**config.mk**
```make
export PLATFORM = sky130hd
export DESIGN_NAME = osc_trim_ctrl
export DESIGN_NICKNAME = d
export VERILOG_FILES = /design/src/rtl/osc_trim_pkg.sv /design/src/rtl/osc_trim_store.sv /design/src/rtl/osc_stable_timer.sv /design/src/rtl/osc_div_gen.sv /design/src/rtl/osc_trim_ctrl.sv
export SDC_FILE = /design/constraint.sdc
export NUM_CORES = 1
export LEC_CHECK = 0
export ABC_AREA = 1
export BUFFER_PORTS_ARGS = -buffer_cell sky130_fd_sc_hd__buf_4
export CELL_PAD_IN_SITES_DETAIL_PLACEMENT = 0
export CELL_PAD_IN_SITES_GLOBAL_PLACEMENT = 1
export CORE_ASPECT_RATIO = 1.5
export CORE_MARGIN = 2
export CORE_UTILIZATION = 33
export CTS_CLUSTER_DIAMETER = 60
export DETAILED_ROUTE_END_ITERATION = 10
export HOLD_SLACK_MARGIN = 0.06
export PLACE_DENSITY = 0.83
export SLEW_MARGIN = 0
export SYNTH_ARGS = -nofsm -noshare
export SYNTH_HDL_FRONTEND = slang
export SYNTH_SLANG_ARGS = --single-unit
```
**constraint.sdc**
```tcl
create_clock -name clk -period 3.7 [get_ports clk]
set_input_delay 0.555 -clock clk [delete_from_list [all_inputs] [get_ports clk]]
set_output_delay 0.555 -clock clk [all_outputs]
set_load 0.05 [all_outputs]
```
**src/rtl/osc_trim_pkg.sv**
```systemverilog
// Package: shared constants for the oscillator trim controller.
// Assumes a 32-bit word with byte strobes; field positions are fixed here.
package osc_trim_pkg;
    localparam int unsigned BUS_W    = 32;
    localparam int unsigned STRB_W   = BUS_W / 8;
    localparam int unsigned TRIM_LSB = 0;
    localparam int unsigned DIV_LSB  = 16;
    localparam int unsigned STBY_BIT = 24;
    localparam int unsigned STAT_BIT = 31;
    localparam int unsigned TRIM_LANE = TRIM_LSB / 8;
    localparam int unsigned DIV_LANE  = DIV_LSB / 8;
    localparam int unsigned STBY_LANE = STBY_BIT / 8;

    typedef logic [BUS_W-1:0]  bus_word_t;
    typedef logic [STRB_W-1:0] bus_strb_t;
endpackage

```
**src/rtl/osc_trim_store.sv**
```systemverilog
// Module: holds the software trim and the factory trim captured in reset.
// Assumes factory_trim is valid while rst_n is low. The written flag selects
// which value is effective; the readable field stays zero until written.
module osc_trim_store #(
    parameter int unsigned TRIM_W = 6
) (
    input  logic              clk,
    input  logic              rst_n,
    input  logic [TRIM_W-1:0] factory_trim,
    input  logic              trim_we,
    input  logic [TRIM_W-1:0] trim_wdata,
    output logic [TRIM_W-1:0] trim_field,
    output logic [TRIM_W-1:0] trim_eff
);
    logic [TRIM_W-1:0] factory_q;
    logic [TRIM_W-1:0] user_q;
    logic              written_q;

    // Capture factory trim in reset; accept software trim afterwards.
    always_ff @(posedge clk) begin
        if (!rst_n) begin
            factory_q <= factory_trim;
            user_q    <= '0;
            written_q <= 1'b0;
        end else if (trim_we) begin
            user_q    <= trim_wdata;
            written_q <= 1'b1;
        end
    end

    // Select the trim that reaches the oscillator.
    always_comb begin
        trim_field = user_q;
        trim_eff   = written_q ? user_q : factory_q;
    end
endmodule

```
**src/rtl/osc_stable_timer.sv**
```systemverilog
// Module: raises the stable flag a fixed number of enabled cycles after the
// enable rises; drops it combinationally when the enable is low.
// Assumes the counter saturates and so needs no wrap handling.
module osc_stable_timer #(
    parameter int unsigned CYCLES = 16
) (
    input  logic clk,
    input  logic rst_n,
    input  logic en,
    output logic stable
);
    localparam int unsigned CNT_W = $clog2(CYCLES + 1);
    localparam logic [CNT_W-1:0] LIMIT = CNT_W'(CYCLES);

    logic [CNT_W-1:0] cnt_q;

    // Count enabled cycles up to the limit; clear while disabled.
    always_ff @(posedge clk) begin
        if (!rst_n || !en) begin
            cnt_q <= '0;
        end else if (cnt_q != LIMIT) begin
            cnt_q <= cnt_q + 1'b1;
        end
    end

    // Flag is valid only while the enable is still high.
    always_comb stable = en && (cnt_q == LIMIT);
endmodule

```
**src/rtl/osc_div_gen.sv**
```systemverilog
// Module: produces a one-cycle enable every (div_sel + 1) clock cycles.
// Assumes div_sel may change at any time; it is adopted at terminal count.
module osc_div_gen #(
    parameter int unsigned DIV_W = 5
) (
    input  logic             clk,
    input  logic             rst_n,
    input  logic [DIV_W-1:0] div_sel,
    output logic             pulse
);
    logic [DIV_W-1:0] cnt_q;
    logic [DIV_W-1:0] act_q;
    logic             term;

    // Terminal count marks the last cycle of the period in progress.
    always_comb term = (cnt_q == act_q);

    // Advance the counter; reload the active factor only at terminal count.
    always_ff @(posedge clk) begin
        if (!rst_n) begin
            cnt_q <= '0;
            act_q <= '0;
        end else if (term) begin
            cnt_q <= '0;
            act_q <= div_sel;
        end else begin
            cnt_q <= cnt_q + 1'b1;
        end
    end

    // The pulse is the terminal cycle itself.
    always_comb pulse = term;
endmodule

```
**src/rtl/osc_trim_ctrl.sv**
```systemverilog
// Module: top of the oscillator trim and divide controller. Decodes the byte
// strobed control word, holds divide and standby fields, assembles the
// read word and instantiates trim storage, stable timer and divider.
// Assumes bus and oscillator share clk; reads are combinational.
module osc_trim_ctrl
    import osc_trim_pkg::*;
#(
    parameter int unsigned TRIM_W        = 6,
    parameter int unsigned DIV_W         = 5,
    parameter int unsigned STABLE_CYCLES = 16
) (
    input  logic                clk,
    input  logic                rst_n,
    input  logic [TRIM_W-1:0]   factory_trim,
    input  logic                osc_en,
    input  logic                wr_en,
    input  logic [STRB_W-1:0]   wr_strb,
    input  logic [BUS_W-1:0]    wr_data,
    output logic [BUS_W-1:0]    rd_data,
    output logic [TRIM_W-1:0]   trim_code,
    output logic                standby_keep,
    output logic                clk_stable,
    output logic                div_pulse
);
    logic [TRIM_W-1:0] trim_field;
    logic [DIV_W-1:0]  div_q;
    logic              stby_q;
    logic              trim_we;
    logic              unused_wr;

    always_comb trim_we   = wr_en && wr_strb[TRIM_LANE];
    always_comb unused_wr = ^{wr_data, wr_strb};

    // Divide and standby fields, each under its own byte lane.
    always_ff @(posedge clk) begin
        if (!rst_n) begin
            div_q  <= '0;
            stby_q <= 1'b0;
        end else if (wr_en) begin
            if (wr_strb[DIV_LANE])  div_q  <= wr_data[DIV_LSB +: DIV_W];
            if (wr_strb[STBY_LANE]) stby_q <= wr_data[STBY_BIT];
        end
    end

    osc_trim_store #(.TRIM_W(TRIM_W)) i_store (
        .clk          (clk),
        .rst_n        (rst_n),
        .factory_trim (factory_trim),
        .trim_we      (trim_we),
        .trim_wdata   (wr_data[TRIM_LSB +: TRIM_W]),
        .trim_field   (trim_field),
        .trim_eff     (trim_code)
    );

    osc_stable_timer #(.CYCLES(STABLE_CYCLES)) i_timer (
        .clk    (clk),
        .rst_n  (rst_n),
        .en     (osc_en),
        .stable (clk_stable)
    );

    osc_div_gen #(.DIV_W(DIV_W)) i_div (
        .clk     (clk),
        .rst_n   (rst_n),
        .div_sel (div_q),
        .pulse   (div_pulse)
    );

    // Assemble the read word; unassigned bits read zero.
    always_comb begin
        rd_data                      = '0;
        rd_data[TRIM_LSB +: TRIM_W]  = trim_field;
        rd_data[DIV_LSB +: DIV_W]    = div_q;
        rd_data[STBY_BIT]            = stby_q;
        rd_data[STAT_BIT]            = clk_stable;
    end

    // Standby output follows its field.
    always_comb standby_keep = stby_q;
endmodule

```
Word-level counts from Yosys, hierarchy flattened. Index checks and enable logic that the tools add are counted.

Bits in registers: 34. Input bits: 46. Output and inout port bits: 41. Logic and storage cells: 23.

Add/sub/neg operators: 2. Equality and inequality tests: 3. Muxes and demuxes: 1. Bitwise logic cells: 1. Reduce and logical (&&, ||, !) cells: 8.

Operators by type and width (number): 5-bit by 1-bit adder with 5-bit output, second input constant (2); 6-bit 2-to-1 mux (1); 5-bit == test (1); 5-bit == test, second input constant (1); 5-bit inequality test, second input constant (1); 2-bit AND reduction (2); 1-bit logical AND (2); 1-bit logical NOT (2); 2-bit OR reduction (1); 1-bit logical OR (1); 1-bit NOT (1).

Depth between registers and ports, before layout. Gate-level depths: netlist of run 1.

Word-level depth: 2. Depth in mapped cells: 8. Mapped depth without buffers: 8.

Modules after synthesis. Synthesis of run 1 repeated with hierarchy kept, for this count alone.

Cells, all modules: 240. Area, all modules: 1730.4 um^2.

By module, submodules not included: osc_trim_store (times used 1, cells each 67, area an instance 528.0 um^2, seq. area each 320.3 um^2); osc_div_gen (times used 1, cells each 73, area an instance 521.8 um^2, seq. area each 200.2 um^2); osc_trim_ctrl (times used 1, cells each 62, area an instance 416.6 um^2, seq. area each 120.1 um^2); osc_stable_timer (times used 1, cells each 38, area an instance 264.0 um^2, seq. area each 100.1 um^2).

Worst setup path before layout of run 1. OpenSTA, ideal clock, no wires.

Path type: register to output. Start: reg i_timer.cnt_q[0]. End: out rd_data[31]. Arrival: 1648 ps. Data required time: 3145 ps. Path slack: 1497 ps. Stages on the path, launching flop included: 6. Path buffers: 1. Path through: dfxtp_1 inv_1 ha_1 nand3_1 nor2_1 buf_4.

Longest elaborated chain between the ends: 2.

RTL lines: from (decl) (RTL line osc_stable_timer.sv:15) `logic [CNT_W-1:0] cnt_q;`; from (signal assigned) (RTL line osc_stable_timer.sv:22) `cnt_q <= cnt_q + 1'b1;`; 5-bit == test (RTL line osc_stable_timer.sv:27) `always_comb stable = en && (cnt_q == LIMIT);`; 1-bit logical AND (RTL line osc_stable_timer.sv:27); to (decl) (RTL line osc_trim_ctrl.sv:19) `output logic [BUS_W-1:0] rd_data,`.

No other way between the ends.

Final worst setup path of run 1.
Start: reg i_div.cnt_q[4]. End: out div_pulse.

Longest elaborated chain between the ends: 1.

RTL lines: from (decl) (RTL line osc_div_gen.sv:11) `logic [DIV_W-1:0] cnt_q;`; from (signal assigned) (RTL line osc_div_gen.sv:27) `cnt_q <= cnt_q + 1'b1;`; 5-bit == test (RTL line osc_div_gen.sv:16) `always_comb term = (cnt_q == act_q);`; to (decl) (RTL line osc_trim_ctrl.sv:23) `output logic div_pulse`.

No other way between the ends.

==> impl_metrics.toml, run 1 <==
[floorplanning]
initial_core_util = 0.336
die_h_microns = 89.3
io_pins = 87
die_w_microns = 60.9
dieArea_sq_mm = 0.00544
rows = 31
core_area_sq_mm = 0.00477

[sta]
slew_viol_final = 0
period_share = 0.577
hold_violations = 0
timing.fmax_ghz = 0.468
setup_viol = 0
period_needed_ns = 2.13
fin_setup_tns_ns = 0
rsz0062_at_grt = "false"
worst_slew_pin_slew_ns = 0.529
fin_worst_skew_ns = 0.00340
slew_headroom = 0.645
holdWs_ns = 0.448

[synth]
synth.distinct_cells = 22
synth_mux_area_frac = 0
synth_xor_area_frac = 0.0383
syn_area_sq_mm = 0.00160
ys_ff_latch = 34
ys_seq_area_frac = 0.463
synth_compound_area_frac = 0.0742
synthAdderAreaFrac = 0.0234
yosysWarnings = 0
synth-simple-area-share = 0.241
synth_top_family_by_area = "simple AND/OR/NAND/NOR gates"
postSynthCellCount = 201
postSynthAreaPerCell_sq_um = 7.97

[critical_path]
r2r-end = "i_div.cnt_q[0]"
crit_path_cell_trace = "xnor2_1 > inv_2 > nor2_8 > buf_4"
crit_slowest_cell = "xnor2_1"
required_ns = 3.14
rr_worst_depth = 4
crit_arrival_ns = 1.58
rrSetupSlack_ns = 2.34
path_depth = 4
critical_path.max_fanout = 6
cp_top_family = "XOR/XNOR gates"
r2r_start = "i_div.cnt_q[4]"
crit_path_start_kind = "flop"
critPathCaptureType = "output pin"
path_class = "reg -> out"
slowest_delay_ns = 0.44
cp.buffers_inverters = 2

[finish]
drive_gt1_frac = 0.240
final_cell_mix = "46 x buf_4, 38 x nand2_1, 33 x nor2_1"
nets = 298
syn2layout_area_growth_pct = 26.3
nFillCells = 527
fin_area_sq_mm = 0.00202
diodes = 0
fin_cells = 316
layout_commonest_cell = "buf_4"

[drt]
dr.pass1.iters = 4
finalWirelength_microns = 3020
via_count = 1317
vias_per_cell = 4.17
post_drt_wl_per_cell_microns = 9.57
drt_iter0_markers = 11
post-route-drc-count = 0
ant_nets = 0

[pwr]
p_total_mw = 1.16
ir_drop_v = 0.000254
leakage_nw = 0.972
p_per_area_mw_per_mm2 = 574

[cts]
clock-sinks = 34
cts_made_buffers = 5
cts_tree = "built"
post-cts-setup-buffers = 0
ctsHtreeMaxLevel = 2
clockBufferDepth = 2
clkTransAtPathRegs_ns = 0.07
post_cts_resized = 0
cts_root_buf = "clkbuf_8"
cts_hold_buf = 0
clock_latency_ns = 0.28

[min_path]
holdPathEnd = "i_store.factory_q[5]"
holdCritPathClass = "in -> reg"
hp-start = "factory_trim[5]"
whs_path_depth = 1

[placed_design]
dp.cells = 308
dp_hpwl_microns = 2330
io_buffers = 46
placed_area_sq_mm = 0.00193
place.gp.congestion = 0.745

[global_routing]
grt_usage = 0.124
grt_pass1_vias = 1170
antenna_found_initial = 0
grt_overflow = 0
grt_max_degree = 20
grt_first_pass_wirelength_microns = 4960

[status]
status = "completed"

[job]
maxCapViolations = 0
## Yosys cell counts (all sizes together)
cell type | count | share of area
buf | 22 | 0.10
inv | 23 | 0.054
xor2 | 3 | 0.016
nor3 | 1 | 0.0031
conb | 1 | 0.0023
nor2 | 36 | 0.10
edfxtp | 6 | 0.11
nand4 | 5 | 0.020
a21oi | 9 | 0.028
o21ai | 14 | 0.046
ha | 3 | 0.023
dfxtp | 28 | 0.35
xnor2 | 4 | 0.022
nand2 | 39 | 0.096
nand3 | 6 | 0.019
clkbuf | 1 | 0.0023
## worst max path at each step
stage,startpoint,end,slack (ns)
floorplan,i_timer.cnt_q[0],rd_data[31],1.50
global placement,i_div.cnt_q[4],div_pulse,1.88
global route,i_div.cnt_q[4],div_pulse,1.41
finish,i_div.cnt_q[4],div_pulse,1.57
CTS,i_div.cnt_q[4],div_pulse,1.53
detailed placement,i_div.cnt_q[4],div_pulse,1.85
## flip-flops by register name, summed over array words and instances, names as in the netlist
register / flops
i_store.trim_field: 6
i_store.written_q: 1
i_div.act_q: 5
i_timer.cnt_q: 5
div_q: 5
i_div.cnt_q: 5
i_store.factory_q: 6
standby_keep: 1
## cell families after synthesis
group,count (synthesis)
and+or+nand+nor,87
DFF,34
other,1
xor gates and xnor gates,7
buffers and inverters,46
AOI/OAI and AO/OA,23
adders and majority gates,3
## power by group
part / internal [mW] / switching, mW / total, mW
clock network: 0.150 / 0.128 / 0.278
logic: 0.137 / 0.297 / 0.435
registers: 0.418 / 0.0303 / 0.448
## routing by layer
layer,vias to the layer above,track usage,routed length [microns]
li1,686,-,-
met1,580,0.140,1220
met2,45,0.208,1540
met3,6,0.0275,187
met4,0,0.0771,80
met5,-,0,0
## through the flow
stage / utilization / setup WS, ns
after floorplan: - / 1.50
after global placement: 0.405 / 1.88
after detailed placement: 0.405 / 1.85
after CTS: 0.424 / 1.53
after global routing: 0.424 / 1.41
final: 0.424 / 1.57
## final cells by class
cell class	instances	area, sq um	share of cell area
Clock buffer	7	86.3	0.0427
Timing Repair Buffer	46	345	0.171
Inverter	23	86.3	0.0427
Multi-Input combinational cell	139	676	0.334
Tap cell	66	82.6	0.0408
Clock inverter	1	5.00	0.00248
Sequential cell	34	741	0.366
Power figures use the tool's default switching activity.
==> run 2, diff against run 1 <==
--- a/config.mk
+++ b/config.mk
@@ -11,11 +11,11 @@
 export CELL_PAD_IN_SITES_GLOBAL_PLACEMENT = 1
 export CORE_ASPECT_RATIO = 1.5
 export CORE_MARGIN = 2
-export CORE_UTILIZATION = 33
+export CORE_UTILIZATION = 30
 export CTS_CLUSTER_DIAMETER = 60
 export DETAILED_ROUTE_END_ITERATION = 10
 export HOLD_SLACK_MARGIN = 0.06
-export PLACE_DENSITY = 0.83
+export PLACE_DENSITY = 0.76
 export SLEW_MARGIN = 0
 export SYNTH_ARGS = -nofsm -noshare
 export SYNTH_HDL_FRONTEND = slang
==> constraint.sdc (replaced) <==
create_clock -name clk -period 2.2 [get_ports clk]
set_input_delay 0.33 -clock clk [delete_from_list [all_inputs] [get_ports clk]]
set_output_delay 0.33 -clock clk [all_outputs]
set_load 0.05 [all_outputs]
==> run 2 against run 1 <==
- sequential cell count is the same
- routed wire length grew 0.69%
- final cell count grew 0.95%
- largest power group unchanged
- non-clock buffer count grew 1
- design area grew 1.2%
- power grew 76%
- core utilization shrank 2.7 points
- largest cell class unchanged
- critical path type unchanged
- register-to-register slack lost 1.4 ns
- clock skew grew 0.00084 ns
- combinational power grew 70%
==> impl_metrics.toml, run 2 (synthesis results as in run 1) <==
[finish]
diodes = 0
drive_gt1_frac = 0.239
layout_commonest_cell = "buf_4"
syn2layout_area_growth_pct = 27.8
final_cell_mix = "47 x buf_4, 38 x nand2_1, 33 x nor2_1"
nets = 299
nFillCells = 558
fin_area_sq_mm = 0.00205
finalCoreUtilization = 0.396

[job]
maxCapViolations = 0

[critical_path]
rrSetupSlack_ns = 0.90
crit_slowest_cell = "dfxtp_1"
path_class = "reg -> out"
crit_top_cell = "nand2_1"
slowest_delay_ns = 0.44
rr_worst_depth = 7
crit_path_start_kind = "flop"
critPathCaptureType = "output pin"
r2r_start = "i_div.cnt_q[2]"
crit_arrival_ns = 1.52
required_ns = 1.87
critical_path.max_fanout = 6
r2r-end = "i_div.cnt_q[2]"
crit_path_cell_trace = "inv_2 > nand2_1 > nand2_1 > nor2_4 > nand2_4 > nor2_8 > buf_4"

[cts]
cts_tree = "built"
clock_latency_ns = 0.28
clkTransAtPathRegs_ns = 0.07
cts_root_buf = "clkbuf_8"
post_cts_resized = 0
post-cts-setup-buffers = 0
cts_made_buffers = 5
ctsHtreeMaxLevel = 2
cts_hold_buf = 0
clock-sinks = 34
clockBufferDepth = 2

[sta]
setup_viol = 0
period_needed_ns = 1.85
fin_worst_skew_ns = 0.00424
fin_setup_tns_ns = 0
timing.fmax_ghz = 0.539
slew_viol_final = 0
period_share = 0.843
rsz0062_at_grt = "false"
hold_violations = 0
finalWorstSetupSlack_ns = 0.346

[drt]
vias_per_cell = 4.10
ant_nets = 0
drt_iter0_markers = 24
dr.pass1.iters = 4
finalWirelength_microns = 3040
post-route-drc-count = 0
via_count = 1308
post_drt_wl_per_cell_microns = 9.54

[floorplanning]
die_w_microns = 63.7
die_h_microns = 93.5
dieArea_sq_mm = 0.00595
core_area_sq_mm = 0.00516
io_pins = 87
initial_core_util = 0.310
rows = 32

[status]
status = "completed"

[pwr]
leakage_nw = 0.980
ir_drop_v = 0.000524
p_per_area_mw_per_mm2 = 998
p_total_mw = 2.04

[global_routing]
grt_first_pass_wirelength_microns = 5190
grt_max_degree = 20
grt_overflow = 0
grt_pass1_vias = 1288
grt_usage = 0.111
antenna_found_initial = 0

[placed_design]
post-place-ws_ns = 0.640
placed_area_sq_mm = 0.00194
dp_hpwl_microns = 2380
io_buffers = 46
place.gp.congestion = 0.765

[min_path]
whs_path_depth = 1
hp-start = "factory_trim[3]"
holdCritPathClass = "in -> reg"
holdPathEnd = "i_store.factory_q[3]"
-- run 2: report_power, final --
group	total (mW)	switching, mW	internal, mW
Sequential	0.754	0.0513	0.703
Combinational	0.738	0.502	0.236
Clock	0.551	0.213	0.339
Total	2.04	0.766	1.28
-- run 2: how the worst max path moves through the flow --
stage | slack (ns) | cells after the start | from | endpoint
2_1_floorplan | 0.22 | 5 | i_timer.cnt_q[0] | rd_data[31]
3_3_place_gp | 0.65 | 7 | i_div.cnt_q[2] | div_pulse
3_5_place_dp | 0.64 | 7 | i_div.cnt_q[0] | div_pulse
4_1_cts | 0.33 | 7 | i_div.cnt_q[0] | div_pulse
5_1_grt | 0.22 | 7 | i_div.cnt_q[0] | div_pulse
6_report | 0.35 | 7 | i_div.cnt_q[2] | div_pulse
-- run 2: final cells by class --
type	count	area (sq um)	area share
clock buffer	7	76.3	0.0373
clock inverter	1	30.0	0.0147
tap	68	85.1	0.0416
multi-input combinational	139	676	0.330
inverter	23	86.3	0.0422
sequential	34	741	0.362
timing repair buffer	47	353	0.172
-- run 2: metal layers --
layer / global-route usage / vias to the layer above / part of all wire
met2: 0.205 / 47 / 0.53
met4: 0.0543 / 0 / 0.019
met1: 0.114 / 573 / 0.39
met3: 0.0265 / 4 / 0.059
li1: - / 684 / -
met5: 0 / - / 0
-- run 2: per-stage QoR --
stage / hold slack [ns] / instances
after floorplan: 0.429 / 219
after global placement: 0.464 / 311
after detailed placement: 0.470 / 311
after CTS: 0.219 / 319
after global routing: 0.212 / 319
final: 0.227 / 319
-- run 2: worst max-delay path: cells and delay by family, from the launching register on --
family,cells,cell delay [ns]
DFF,1,0.44
buffers and inverters,2,0.25
and+or+nand+nor,5,0.55
==> run 3, diff against run 2 <==
--- a/config.mk
+++ b/config.mk
@@ -11,11 +11,11 @@
 export CELL_PAD_IN_SITES_GLOBAL_PLACEMENT = 1
 export CORE_ASPECT_RATIO = 1.5
 export CORE_MARGIN = 2
-export CORE_UTILIZATION = 30
+export CORE_UTILIZATION = 27
 export CTS_CLUSTER_DIAMETER = 60
 export DETAILED_ROUTE_END_ITERATION = 10
 export HOLD_SLACK_MARGIN = 0.06
-export PLACE_DENSITY = 0.76
+export PLACE_DENSITY = 0.72
 export SLEW_MARGIN = 0
 export SYNTH_ARGS = -nofsm -noshare
 export SYNTH_HDL_FRONTEND = slang
==> constraint.sdc (replaced) <==
create_clock -name clk -period 1.56 [get_ports clk]
set_input_delay 0.234 -clock clk [delete_from_list [all_inputs] [get_ports clk]]
set_output_delay 0.234 -clock clk [all_outputs]
set_load 0.05 [all_outputs]
==> run 3 against run 2 <==
- clock skew increased by 0.0054 ns
- critical endpoint unchanged
- non-clock buffer count grew 4
- critical path type unchanged
- final cell count is 2.5% higher
- design area increased by 4.6%
- first-iteration DRC count is 33% higher
- sequential share of layout area shrank 0.77 points
- core utilization shrank 2.6 points
- critical path depth stayed put
- sequential cell count unchanged
- via count grew 1.5%
- worst hold slack worse by 0.11 ns
- power increased by 43%
==> impl_metrics.toml, run 3 (synthesis results as in run 1) <==
[critical_path]
slowest_delay_ns = 0.34
critPathCaptureType = "output pin"
crit_path_cell_trace = "inv_1 > nand2_1 > nand2_2 > nor2_4 > nand2_4 > nor2_8 > buf_8"
crit_path_start_kind = "flop"
crit_slowest_cell = "dfxtp_2"
crit_arrival_ns = 1.25
path_class = "reg -> out"
required_ns = 1.33
critical_path.max_fanout = 3
rr_worst_depth = 9

[placed_design]
dp.cells = 318
dp_hpwl_microns = 2550
io_buffers = 46
place.gp.congestion = 0.714
post-place-ws_ns = 0.223

[drt]
ant_nets = 0
via_count = 1328
post_drt_wl_per_cell_microns = 10.3
finalWirelength_microns = 3380
dr.pass1.iters = 4
vias_per_cell = 4.06
drt_iter0_markers = 32
post-route-drc-count = 0

[finish]
fin_cells = 327
multi_input_area_sq_um = 718
layout_commonest_cell = "buf_4"
diodes = 0
final_cell_mix = "48 x buf_4, 35 x nand2_1, 31 x nor2_1"
syn2layout_area_growth_pct = 33.7
nets = 303
nFillCells = 636
drive_gt1_frac = 0.329
seq_area_sq_um = 758

[sta]
period_needed_ns = 1.49
slew_viol_final = 0
fin_worst_skew_ns = 0.00960
finalWorstSetupSlack_ns = 0.0718
timing.fmax_ghz = 0.672
fin_setup_tns_ns = 0
rsz0062_at_grt = "true"
period_share = 0.954
setup_viol = 0
hold_violations = 0

[floorplanning]
rows = 34
dieArea_sq_mm = 0.00658
die_h_microns = 98.3
io_pins = 87
initial_core_util = 0.277
die_w_microns = 66.9
core_area_sq_mm = 0.00579

[cts]
clock-sinks = 34
cts_made_buffers = 5
clockBufferDepth = 2
ctsHtreeMaxLevel = 2
cts_hold_buf = 0
clock_latency_ns = 0.28
clkTransAtPathRegs_ns = 0.08
cts_tree = "built"
cts_root_buf = "clkbuf_8"

[job]
maxCapViolations = 0

[pwr]
p_total_mw = 2.91
p_per_area_mw_per_mm2 = 1360
leakage_nw = 1.00
ir_drop_v = 0.000737

[global_routing]
grt_max_degree = 20
antenna_found_initial = 0
grt_first_pass_wirelength_microns = 5470
grt_usage = 0.109
grt_overflow = 0
grt_pass1_vias = 1298

[min_path]
whs_path_depth = 1
holdCritPathClass = "in -> reg"

[status]
status = "completed"
-- run 3: changes by cell type in the layout (fill, tap and decap cells not counted), moves of 2 or more --
cell,delta
dfxtp_1,-10
dfxtp_2,+8
nand2_1,-3
nand2_2,+3
buf_8,+2
dfxtp_4,+2
inv_1,-2
inv_2,+2
nor2_1,-2
-- run 3: path summary, 6_finish.rpt --
| path | slack [ns] | to | startpoint |
|---|---|---|---|
| max | 0.07 | div_pulse | i_div.act_q[1] |
| min | 0.12 | i_store.factory_q[2] | factory_trim[2] |
| max reg2reg | 0.38 | i_div.act_q[0] | i_div.cnt_q[3] |
| min reg2reg | 0.44 | i_div.cnt_q[0] | i_div.cnt_q[0] |
-- run 3: layout make-up --
cell class | instances | area share
Clock inverter | 2 | 0.00643
Sequential cell | 34 | 0.354
Tap cell | 72 | 0.0421
Clock buffer | 6 | 0.0339
Multi-Input combinational cell | 139 | 0.335
Timing Repair Buffer | 51 | 0.188
Inverter | 23 | 0.0403
-- run 3: worst max-delay path: cells and delay by family (launching register included) --
kind / cells / cell delay [ns]
AND/OR/NAND/NOR: 5 / 0.44
flip-flops: 1 / 0.34
buffers and inverters: 2 / 0.19
-- run 3: through the flow --
step	cell area (sq um)	hold slack [ns]	utilization
3_3_place_gp	1980	0.414	0.341
2_1_floorplan	1680	0.333	-
5_1_grt	2140	0.106	0.370
4_1_cts	2080	0.111	0.360
3_5_place_dp	1980	0.414	0.341
6_report	2140	0.120	0.370
-- run 3: repair_timing --
item	in CTS	in global routing
endpoints found under the setup margin	3	9
cloned	0	0
setup buffers	0	1
endpoints found under the hold margin	0	0
pin swaps	0	5
gates resized for setup	6	21
-- run 3: power breakdown --
| group | internal, mW | switching, mW |
|---|---|---|
| Combinational | 0.451 | 0.748 |
| Sequential | 1.00 | 0.0714 |
| Clock | 0.315 | 0.325 |
| Total | 1.77 | 1.14 |
-- run 3: layer usage --
| metal | part of all wire | global-route usage |
|---|---|---|
| met5 | 0 | 0 |
| met3 | 0.052 | 0.0253 |
| met1 | 0.38 | 0.116 |
| met4 | 0.025 | 0.0612 |
| met2 | 0.54 | 0.191 |
